**config.mk**
```make
export PLATFORM = sky130hd
export DESIGN_NAME = sc_fault_supervisor
export DESIGN_NICKNAME = d
export VERILOG_FILES = /design/src/rtl/sc_sup_pkg.sv /design/src/rtl/sc_presence_filter.sv /design/src/rtl/sc_step_timer.sv /design/src/rtl/sc_fault_supervisor.sv
export SDC_FILE = /design/constraint.sdc
export NUM_CORES = 1
export LEC_CHECK = 0
export BUFFER_PORTS_ARGS = -buffer_cell sky130_fd_sc_hd__buf_2
export CAP_MARGIN = 5
export CELL_PAD_IN_SITES_DETAIL_PLACEMENT = 1
export CELL_PAD_IN_SITES_GLOBAL_PLACEMENT = 1
export CORE_UTILIZATION = 45
export DETAILED_ROUTE_END_ITERATION = 8
export PLACE_DENSITY = 0.78
export RECOVER_POWER = 100
export REMOVE_ABC_BUFFERS = 1
export SLEW_MARGIN = 15
export SYNTH_ARGS = -nofsm -noshare
export SYNTH_HDL_FRONTEND = slang
export SYNTH_HIERARCHICAL = 1
export SYNTH_SLANG_ARGS = --single-unit
```
**constraint.sdc**
```tcl
create_clock -name clk -period 4.3 [get_ports clk]
set_input_delay 0.645 -clock clk [delete_from_list [all_inputs] [get_ports clk]]
set_output_delay 0.645 -clock clk [all_outputs]
set_load 0.05 [all_outputs]
```
**src/rtl/sc_sup_pkg.sv**
```systemverilog
package sc_sup_pkg;

    typedef enum logic [2:0] {
        ST_IDLE,
        ST_RAMP,
        ST_ACTIVE,
        ST_DEACT,
        ST_LOCK
    } sc_state_e;

    localparam int unsigned NUM_STEPS = 4;
    localparam int unsigned STEP_W    = $clog2(NUM_STEPS);

    typedef struct packed {
        sc_state_e         state;
        logic [STEP_W-1:0] step;
        logic              fault;
        logic              sel5;
    } sc_ctrl_s;

endpackage

```
**src/rtl/sc_presence_filter.sv**
```systemverilog
module sc_presence_filter #(
    parameter int unsigned DEB_CYCLES = 8
) (
    input  logic clk,
    input  logic rst_n,
    input  logic det_hi,
    input  logic det_lo_n,
    input  logic det_hi_en,
    input  logic det_lo_en,
    output logic raw_present,
    output logic present_db
);
    localparam int unsigned CW = $clog2(DEB_CYCLES + 1);

    typedef struct packed {
        logic [CW-1:0] cnt;
        logic          pres;
    } flt_s;

    flt_s flt_d, flt_q;

    assign raw_present = (det_hi_en & det_hi) | (det_lo_en & ~det_lo_n);
    assign present_db  = flt_q.pres;

    always_comb begin
        flt_d = flt_q;
        if (!raw_present) begin
            flt_d.cnt  = '0;
            flt_d.pres = 1'b0;
        end else if (!flt_q.pres) begin
            if (flt_q.cnt == CW'(DEB_CYCLES - 1)) begin
                flt_d.pres = 1'b1;
                flt_d.cnt  = '0;
            end else begin
                flt_d.cnt = flt_q.cnt + 1'b1;
            end
        end
    end

    always_ff @(posedge clk or negedge rst_n) begin
        if (!rst_n) flt_q <= '0;
        else        flt_q <= flt_d;
    end
endmodule

```
**src/rtl/sc_step_timer.sv**
```systemverilog
module sc_step_timer #(
    parameter int unsigned TICK_CYCLES = 32
) (
    input  logic clk,
    input  logic rst_n,
    input  logic run,
    output logic tick
);
    localparam int unsigned TW = $clog2(TICK_CYCLES + 1);

    logic [TW-1:0] cnt_d, cnt_q;
    logic          at_end;

    assign at_end = (cnt_q == TW'(TICK_CYCLES - 1));
    assign tick   = run & at_end;

    always_comb begin
        if (!run)        cnt_d = '0;
        else if (at_end) cnt_d = '0;
        else             cnt_d = cnt_q + 1'b1;
    end

    always_ff @(posedge clk or negedge rst_n) begin
        if (!rst_n) cnt_q <= '0;
        else        cnt_q <= cnt_d;
    end
endmodule

```
**src/rtl/sc_fault_supervisor.sv**
```systemverilog
module sc_fault_supervisor
    import sc_sup_pkg::*;
#(
    parameter int unsigned DEB_CYCLES  = 8,
    parameter int unsigned TICK_CYCLES = 32
) (
    input  logic clk,
    input  logic rst_n,
    input  logic cmd_act,
    input  logic cmd_sel5,
    input  logic det_hi,
    input  logic det_lo_n,
    input  logic det_hi_en,
    input  logic det_lo_en,
    input  logic vcc_ok,
    input  logic ovc,
    output logic irq_n,
    output logic rdy,
    output logic vcc_en,
    output logic vcc_sel5,
    output logic rst_gate,
    output logic clk_gate,
    output logic io_gate
);
    localparam logic [STEP_W-1:0] LAST_STEP = STEP_W'(NUM_STEPS - 1);

    sc_ctrl_s ctl_d, ctl_q;
    logic     raw_present, present_db, tick, in_deact;

    sc_presence_filter #(.DEB_CYCLES(DEB_CYCLES)) u_pres (
        .clk        (clk),
        .rst_n      (rst_n),
        .det_hi     (det_hi),
        .det_lo_n   (det_lo_n),
        .det_hi_en  (det_hi_en),
        .det_lo_en  (det_lo_en),
        .raw_present(raw_present),
        .present_db (present_db)
    );

    assign in_deact = (ctl_q.state == ST_DEACT);

    sc_step_timer #(.TICK_CYCLES(TICK_CYCLES)) u_tmr (
        .clk  (clk),
        .rst_n(rst_n),
        .run  (in_deact),
        .tick (tick)
    );

    always_comb begin
        ctl_d = ctl_q;
        unique case (ctl_q.state)
            ST_IDLE: begin
                if (cmd_act && present_db) begin
                    ctl_d.state = ST_RAMP;
                    ctl_d.sel5  = cmd_sel5;
                end
            end
            ST_RAMP: begin
                if (!raw_present || ovc) begin
                    ctl_d.state = ST_DEACT;
                    ctl_d.step  = '0;
                    ctl_d.fault = 1'b1;
                end else if (!cmd_act) begin
                    ctl_d.state = ST_DEACT;
                    ctl_d.step  = '0;
                end else if (vcc_ok) begin
                    ctl_d.state = ST_ACTIVE;
                end
            end
            ST_ACTIVE: begin
                if (!raw_present || !vcc_ok || ovc) begin
                    ctl_d.state = ST_DEACT;
                    ctl_d.step  = '0;
                    ctl_d.fault = 1'b1;
                end else if (!cmd_act) begin
                    ctl_d.state = ST_DEACT;
                    ctl_d.step  = '0;
                end
            end
            ST_DEACT: begin
                if (tick) begin
                    if (ctl_q.step == LAST_STEP)
                        ctl_d.state = ctl_q.fault ? ST_LOCK : ST_IDLE;
                    else
                        ctl_d.step = ctl_q.step + 1'b1;
                end
            end
            ST_LOCK: begin
                if (!cmd_act) begin
                    ctl_d.state = ST_IDLE;
                    ctl_d.fault = 1'b0;
                end
            end
            default: ctl_d.state = ST_IDLE;
        endcase
    end

    always_ff @(posedge clk or negedge rst_n) begin
        if (!rst_n) begin
            ctl_q.state <= ST_IDLE;
            ctl_q.step  <= '0;
            ctl_q.fault <= 1'b0;
            ctl_q.sel5  <= 1'b0;
        end else begin
            ctl_q <= ctl_d;
        end
    end

    // Gate and supply outputs follow the state and the shutdown step
    assign rdy      = (ctl_q.state == ST_ACTIVE);
    assign rst_gate = (ctl_q.state == ST_ACTIVE);
    assign clk_gate = (ctl_q.state == ST_ACTIVE) || (in_deact && ctl_q.step == 2'd0);
    assign io_gate  = (ctl_q.state == ST_ACTIVE) || (in_deact && ctl_q.step <= 2'd1);
    assign vcc_en   = (ctl_q.state == ST_RAMP) || (ctl_q.state == ST_ACTIVE)
                    || (in_deact && ctl_q.step != LAST_STEP);
    assign vcc_sel5 = ctl_q.sel5;
    assign irq_n    = present_db & ~ctl_q.fault;
endmodule

```
==> metrics.txt, run 1 <==
largest family of logic cells by synthesized area=simple AND/OR/NAND/NOR gates; share of the synthesized area in the top cell type=42.3%; total power=~0.65 mW; count of hold-fix buffers inserted at cts=0; Hold Crit Class=reg2reg; post-synthesis simple-gate area fraction=around 28%; Post-synth EDFFs=0; detailed-route via count=871; Final Cell Area=1160 µm²; WHS=471 ps; Row Count=17; crit path DAT=2730 ps; final setup vio count=0; Vias/cell=5.58; Setup TNS Final=0 ps; Fmax achieved=394 MHz; Netlist cell types=38; XOR/XNOR Fraction of Synth Area=roughly 3.3%; RSZ-0062 raised after global routing=false; Inserted Diodes=0; antenna violations before repair=0; status=complete, no violations; crit-path max FO=12; critical path data required time=around 4500 ps; Top FF cell, synth=dfrtp_1; minimum clock period=between 2000 and 3000 ps; Syn Area/Cell=between 9 and 10 µm²; YS warnings=6; final core occ=between 50% and 60%; post-placement cell count=~150; Residual DRC=0; # H-tree levels=1; Placed Area=between 1000 and 1500 µm²; WS Path Type=reg2reg; area leader, netlist=dfrtp_1; CTS buffer count=3; largest net degree at the start of global routing=19; 1st-iter DRT viols=10; WL per Instance=15.3 µm; Power Dens Cells=roughly 560 nW/µm²; Routed Antenna Nets=0; Placement Setup Slack=~2100 ps; Max VDD drop=roughly 0.40 mV; Cells after Synth=111; io pins=17; most instantiated library cell after synthesis=dfrtp_1; Yosys reg bits=18; sequential fraction of the synthesis area=a little over two fifths; CTS tree=built; Finished Layout Cells=roughly 160; DR pass1 iterations=4; Worst setup EP type=register; dpl hpwl=around 1800 µm; Max-slew headroom=a little under a third; Synth area leaders=dfrtp_1 42%, ha_1 5.9%, a21oi_1 3.8%, nand2_1 3.5%, nor2_1 3.5%; Initial Utilization=about half; post-CTS sizing=0; Max-Cap Viols=0; Die ar.=around 2600 µm²; GR Overflow Total=0; worst skew pair latency=290 ps; worst-margin pin slew=1030 ps; Final Skew=about 3.7 ps; Post-synth top cells=18 x dfrtp_1, 10 x nand2_1, 10 x nor2_1, 8 x a21oi_1; CTS max path bufs=2; Port Buffers=16; Clock transition at path regs=around 110 ps; layout cells sized above 1=12.5%; Slew Limit Fails=0; Fin. Hold Viols=0; core area=2210 µm²; DIE WIDTH=roughly 51 µm; compound-gate portion of the synthesized area=about 14%; drt total wl=about 2400 µm; Tcrit/Tclk final=59.0%; GP Congestion=0.807; Leak Pwr=0.546 nW; final worst slack=between 1500 and 2000 ps; Synth Area in Adders=~5.9%; die height=50.7 µm; final net count=144; GR Util All Layers=between 20 and 25%; P&R area growth vs syn=8.80%; asr flop ratio synth=100%; setup bufs post-CTS=0; Mapped Area=~1100 µm²; first-pass GRT wire length=4130 µm; post-synthesis mux area share=about 2%; clock root cell=clkbuf_4; startpoint types=register; # clock sinks=18; vias in the first global route=between 800 and 900
cells in the final DEF (no fill, tap or decap), types with 2 or more instances in the layout:
cell type  instances
nand3_1            5
o31ai_1            3
nor2_1            11
and2_1             3
nor2b_1            4
nor4_1             2
nand2_1           10
nand3b_1           2
ha_1               5
o211ai_1           2
a31oi_1            2
clkbuf_1           8
dfrtp_1           18
nor3_1             2
inv_1              5
o21ai_0            2
or3_1              2
xnor2_1            2
a21oi_1            8
xor2_1             2
buf_2              8
clkbuf_4           3
cells by family after synthesis:
logic type      Yosys count
fa+ha+maj                 5
simple gates             50
buf+inv                  10
flops                    18
xor+xnor                  4
mux                       2
compound gates           22
sequential cells by signal, indices dropped and copies added (netlist names):
name	flops
ctl_q	6
u_tmr/cnt_q	6
u_pres/flt_q	4
u_pres/present_db	1
vcc_sel5	1
where the power goes:
part	switching [mW]	total, mW	internal, mW	leakage (nW)
Clock	0.0546	0.106	0.0516	0.0210
Combinational	0.208	0.293	0.0854	0.288
Sequential	0.0558	0.254	0.198	0.237
metal layers:
layer  vias to the layer above  share of wire (%)  GRT usage (%)
met1                       414                 44           27.1
met3                         2                5.1           3.64
met5                         -                  0              0
met2                        28                 51           38.9
li1                        427                  -              -
met4                         0               0.33           6.94
worst paths after layout:
path	start	to	slack (ps)	depth (start not counted)
max	ctl_q[5]	ctl_q[2]	1760	8
min	u_tmr/cnt_q[0]	u_tmr/cnt_q[0]	470	1
max reg2reg	ctl_q[5]	ctl_q[2]	1760	8
min reg2reg	u_tmr/cnt_q[0]	u_tmr/cnt_q[0]	470	1
max in group asynchronous	rst_n	ctl_q[1]	3190	1
min in group asynchronous	rst_n	u_tmr/cnt_q[1]	500	1
worst max-delay path, cell delays in order (launching register included):
cell and delay [ps]:
dfrtp_1 580, or2b_1 310, nor2_1 490, nand3_1 140, nor3_1 270, nor2b_1 270
nor2_1 80, nor4_1 230, nor2_1 70
cell type report:
cell class / count / area (µm²)
clock buffer: 4 / 36.3
fill: 288 / 1050
inverter: 7 / 26.3
multi-input combinational: 83 / 542
sequential: 18 / 450
tap: 28 / 35.0
timing repair buffer: 16 / 70.1
Power figures use the tool's default switching activity.
==> inputs of run 2 (changes only) <==
--- a/config.mk
+++ b/config.mk
@@ -9,9 +9,9 @@
 export CAP_MARGIN = 5
 export CELL_PAD_IN_SITES_DETAIL_PLACEMENT = 1
 export CELL_PAD_IN_SITES_GLOBAL_PLACEMENT = 1
-export CORE_UTILIZATION = 45
+export CORE_UTILIZATION = 38
 export DETAILED_ROUTE_END_ITERATION = 8
-export PLACE_DENSITY = 0.78
+export PLACE_DENSITY = 0.7
 export RECOVER_POWER = 100
 export REMOVE_ABC_BUFFERS = 1
 export SLEW_MARGIN = 15
==> constraint.sdc (replaced) <==
create_clock -name clk -period 2.1 [get_ports clk]
set_input_delay 0.315 -clock clk [delete_from_list [all_inputs] [get_ports clk]]
set_output_delay 0.315 -clock clk [all_outputs]
set_load 0.05 [all_outputs]
==> metrics.txt, run 2 (synthesized netlist as in run 1, its figures left out) <==
dpl hpwl=between 1500 and 2000 µm; # clock sinks=18; Leak Pwr=roughly 0.58 nW; Vias/cell=5.36; Worst Hold Path EP=vcc_sel5; DIE WIDTH=55.0 µm; DR pass1 iterations=4; clock root cell=clkbuf_4; WS Path Type=reg2out; FF-to-FF End=ctl_q[2]; critical path data required time=about 1800 ps; die height=between 50 and 60 µm; detailed-route via count=between 800 and 900; FF/Latch Area=approximately 450 µm²; Routed Antenna Nets=0; layout cells sized above 1=19.7%; Port Buffers=16; max incr delay on CP=500 ps; multi-input logic area=567 µm²; startpoint types=register; final setup vio count=0; worst r2r path cells=8; final worst slack=~170 ps; Max VDD drop=about 0.7 mV; GP Congestion=between 0.7 and 0.8; setup bufs post-CTS=0; io pins=17; worst-margin pin slew=between 900 and 1000 ps; Final Cell Area=1210 µm²; # H-tree levels=1; registers with the most flip-flops=ctl_q x6, u_tmr/cnt_q x6, u_pres/flt_q x4; final net count=~150; crit-path max FO=8; Fmax achieved=517 MHz; Hold Crit Class=in2reg; first-pass GRT wire length=3620 µm; minimum clock period=between 1500 and 2000 ps; Initial Utilization=between 40% and 50%; WL per Instance=around 14 µm; GR Overflow Total=0; Row Count=18; hold_sp=cmd_sel5; Slew Limit Fails=0; Max-Cap Viols=0; most common cell after layout, fill and taps aside=dfrtp_1; P&R area growth vs syn=13.7%; GR Util All Layers=between 10% and 20%; WHS=between 200 and 300 ps; WHS Path Cells=2; antenna violations before repair=0; Max-slew headroom=~34%; Setup TNS Final=0 ps; Final Skew=between 2 and 3 ps; most frequent cells in the layout=18 x dfrtp_1, 10 x nor2_1, 10 x nand2_1, 8 x a21oi_1, 8 x buf_2; CTS buffer count=3; total power=1.38 mW; vias in the first global route=~840; core area=2570 µm²; CTS max path bufs=2; Critical-path top delay cell=dfrtp_1; flop-to-flop setup slack=250 ps; drt total wl=approximately 2200 µm; Placed Area=1190 µm²; fill count=between 300 and 400; Residual DRC=0; CTS tree=built; beginning of the worst register-to-register path=ctl_q[6]; Tcrit/Tclk final=approximately 90%; Power Dens Cells=between 1000 and 1500 nW/µm²; Placement Setup Slack=144 ps; 1st-iter DRT viols=16; cells along the critical path=nor2_2, or2_1, a31oi_1, clkbuf_2; Clock transition at path regs=100 ps; Fin. Hold Viols=0; Die ar.=around 3000 µm²; Inserted Diodes=0; status=complete, no violations; worst skew pair latency=290 ps; RSZ-0062 raised after global routing=false; largest net degree at the start of global routing=19; crit path DAT=approximately 1600 ps; Worst setup EP type=primary output
run 2: layout make-up:
cell class	instances	area share, %
inverters	7	2.17
flip-flops and latches	18	37.2
repair buffers	21	8.98
clock buffers	3	1.86
well taps	30	3.10
multi-input cells	83	46.7
run 2: metrics by stage:
stage	util (%)	instances
floorplan	-	108
detailed placement	46.4	158
global route	47.2	162
finish	47.2	162
CTS	47.7	162
global placement	46.4	158
run 2: power breakdown:
group          total, mW  switching, mW  internal [mW]
Clock              0.169          0.102         0.0666
Combinational      0.733          0.499          0.235
Sequential         0.477         0.0706          0.406
Total               1.38          0.672          0.707
run 2: critical path, delay by kind of cell (launching register included):
| kind | cells | cell delay, ps |
|---|---|---|
| flip-flops | 1 | 500 |
| buffers and inverters | 1 | 300 |
| AND/OR/NAND/NOR | 2 | 340 |
| AO/OA/AOI/OAI | 1 | 180 |
run 2: timing repair:
item / in CTS / in global routing
hold buffers: 1 / 0
resized for setup: 0 / 1
setup endpoints to repair: 0 / 1
endpoints found under the hold margin: 18 / 0
run 2: worst max-delay path by stage:
| stage | slack (ps) | depth (start not counted) | to | from |
|---|---|---|---|---|
| finish | 170 | 4 | vcc_en | ctl_q[4] |
| global route | 50 | 5 | vcc_en | ctl_q[5] |
| CTS | 130 | 8 | ctl_q[2] | ctl_q[6] |
| detailed placement | 140 | 8 | ctl_q[2] | ctl_q[6] |
| global placement | 260 | 8 | ctl_q[2] | ctl_q[6] |
| floorplan | -300 | 2 | rdy | ctl_q[5] |
run 2: layer usage:
layer	global-route usage [%]	part of all wire (%)	vias up	wire [µm]
li1	-	-	431	-
met1	21.0	47	422	1060
met2	30.3	49	13	1100
met3	2.46	2.4	2	54
met4	7.50	1.2	0	27
met5	0	0	-	0
==> inputs of run 3 (changes only) <==
--- a/config.mk
+++ b/config.mk
@@ -11,6 +11,7 @@
 export CELL_PAD_IN_SITES_GLOBAL_PLACEMENT = 1
 export CORE_UTILIZATION = 38
 export DETAILED_ROUTE_END_ITERATION = 8
+export MAX_ROUTING_LAYER = met4
 export PLACE_DENSITY = 0.7
 export RECOVER_POWER = 100
 export REMOVE_ABC_BUFFERS = 1
==> metrics.txt, run 3 (synthesized netlist as in run 1, its figures left out) <==
status=complete, no violations; GR Util All Layers=roughly 18%; dpl hpwl=between 1500 and 2000 µm; GR Overflow Total=0; Inserted Diodes=0; Port Buffers=16; WHS Path Cells=2; vias in the first global route=~840; final net count=between 100 and 150; Die ar.=~3000 µm²; most frequent cells in the layout=18 x dfrtp_1, 10 x nor2_1, 10 x nand2_1, 8 x a21oi_1, 8 x buf_2; Top delay family on crit path=flip-flops; crit path DAT=between 1500 and 2000 ps; Max-Cap Viols=0; Worst setup EP type=primary output; fill count=321; Row Count=18; worst r2r path cells=8; Critical-path top delay cell=dfrtp_1; drt total wl=roughly 2200 µm; # H-tree levels=1; minimum clock period=1930 ps; core area=around 2600 µm²; Fin. Hold Viols=0; clock root cell=clkbuf_4; final core occ=a little under half; CTS max path bufs=2; final setup vio count=0; WL per Instance=13.8 µm; GP Congestion=slightly below 0.8; Tcrit/Tclk final=between 90 and 100%; crit-path max FO=8; Leak Pwr=0.583 nW; WS Path Type=reg2out; Vias/cell=approximately 5.4; max incr delay on CP=500 ps; FF-to-FF End=ctl_q[2]; Final Skew=2.88 ps; Worst Hold Path EP=vcc_sel5; WHS=257 ps; RSZ-0062 raised after global routing=false; multi-input logic area=between 500 and 600 µm²; first-pass GRT wire length=3620 µm; layout cells sized above 1=between 10% and 20%; Routed Antenna Nets=0; DIE WIDTH=between 50 and 60 µm; CTS tree=built; P&R area growth vs syn=13.7%; most common cell after layout, fill and taps aside=dfrtp_1; detailed-route via count=867; Placement Setup Slack=about 140 ps; DR pass1 iterations=4; Residual DRC=0; beginning of the worst register-to-register path=ctl_q[6]; Initial Utilization=about two fifths; # clock sinks=18; final worst slack=around 170 ps; Hold Crit Class=in2reg; antenna violations before repair=0; Clock transition at path regs=about 100 ps; worst-margin pin slew=approximately 1000 ps; critical path data required time=1780 ps; Max VDD drop=0.703 mV; startpoint types=register; die height=around 55 µm; largest net degree at the start of global routing=19; Fmax achieved=between 500 and 600 MHz; worst skew pair latency=a little under 300 ps; Max-slew headroom=33.6%; Power Dens Cells=between 1000 and 1500 nW/µm²; CTS buffer count=3; cells along the critical path=nor2_2, or2_1, a31oi_1, clkbuf_2; registers with the most flip-flops=ctl_q x6, u_tmr/cnt_q x6, u_pres/flt_q x4; flop-to-flop setup slack=around 250 ps; 1st-iter DRT viols=16; buffers plus inverters on the worst setup path=1; io pins=17; hold_sp=cmd_sel5; FF/Latch Area=~450 µm²; Slew Limit Fails=0
-- run 3: cell counts in the layout (fill, tap and decap cells not counted) --
No cell type changed its count.
-- run 3: worst max path at each step --
stage	from	slack, ps	cells past startpoint	to
finish	ctl_q[4]	170	4	vcc_en
global placement	ctl_q[6]	260	8	ctl_q[2]
global route	ctl_q[5]	50	5	vcc_en
CTS	ctl_q[6]	130	8	ctl_q[2]
detailed placement	ctl_q[6]	140	8	ctl_q[2]
floorplan	ctl_q[5]	-300	2	rdy
-- run 3: final cells by class --
| class | instances | share of cell area, % |
|---|---|---|
| clock buffer | 3 | 1.86 |
| timing repair buffer | 21 | 8.98 |
| sequential | 18 | 37.2 |
| multi-input combinational | 83 | 46.7 |
| inverter | 7 | 2.17 |
| tap | 30 | 3.10 |
-- run 3: metrics by stage --
| step | power [mW] | TNS, ps | area, µm² | std cells |
|---|---|---|---|---|
| global placement | 1.23 | 0 | 1190 | 158 |
| CTS | 1.43 | 0 | 1220 | 162 |
| global route | 1.49 | 0 | 1210 | 162 |
| detailed placement | 1.25 | 0 | 1190 | 158 |
| floorplan | 1.03 | -595 | 1040 | 108 |
| finish | 1.38 | 0 | 1210 | 162 |
-- run 3: routing by layer --
layer	GRT usage, %	vias to the layer above	share of wire [%]	routed length [µm]
met5	-	-	0	0
li1	-	431	-	-
met2	30.3	13	49	1100
met1	21.0	421	47	1060
met3	2.46	2	2.5	55
met4	7.50	0	1.1	24
-- run 3: report_power, final --
part / total, mW / switching, mW / internal, mW
logic: 0.733 / 0.499 / 0.235
clock network: 0.169 / 0.102 / 0.0666
registers: 0.477 / 0.0706 / 0.406
-- run 3: worst reg2reg max path: stages (launching register included) --
cell and delay, ps:
dfrtp_1 460, or2b_4 310, nor2_8 90, nand3_1 90, nor3_2 180, nor2b_1 230, nor2_1 80, nor4_1 220
nor2_1 70
-- run 3: repair_timing --
action,in CTS,in global routing
setup endpoints to repair,0,1
resized for setup,0,1
buffers inserted,0,0
hold buffers,1,0
hold endpoints to repair,18,0
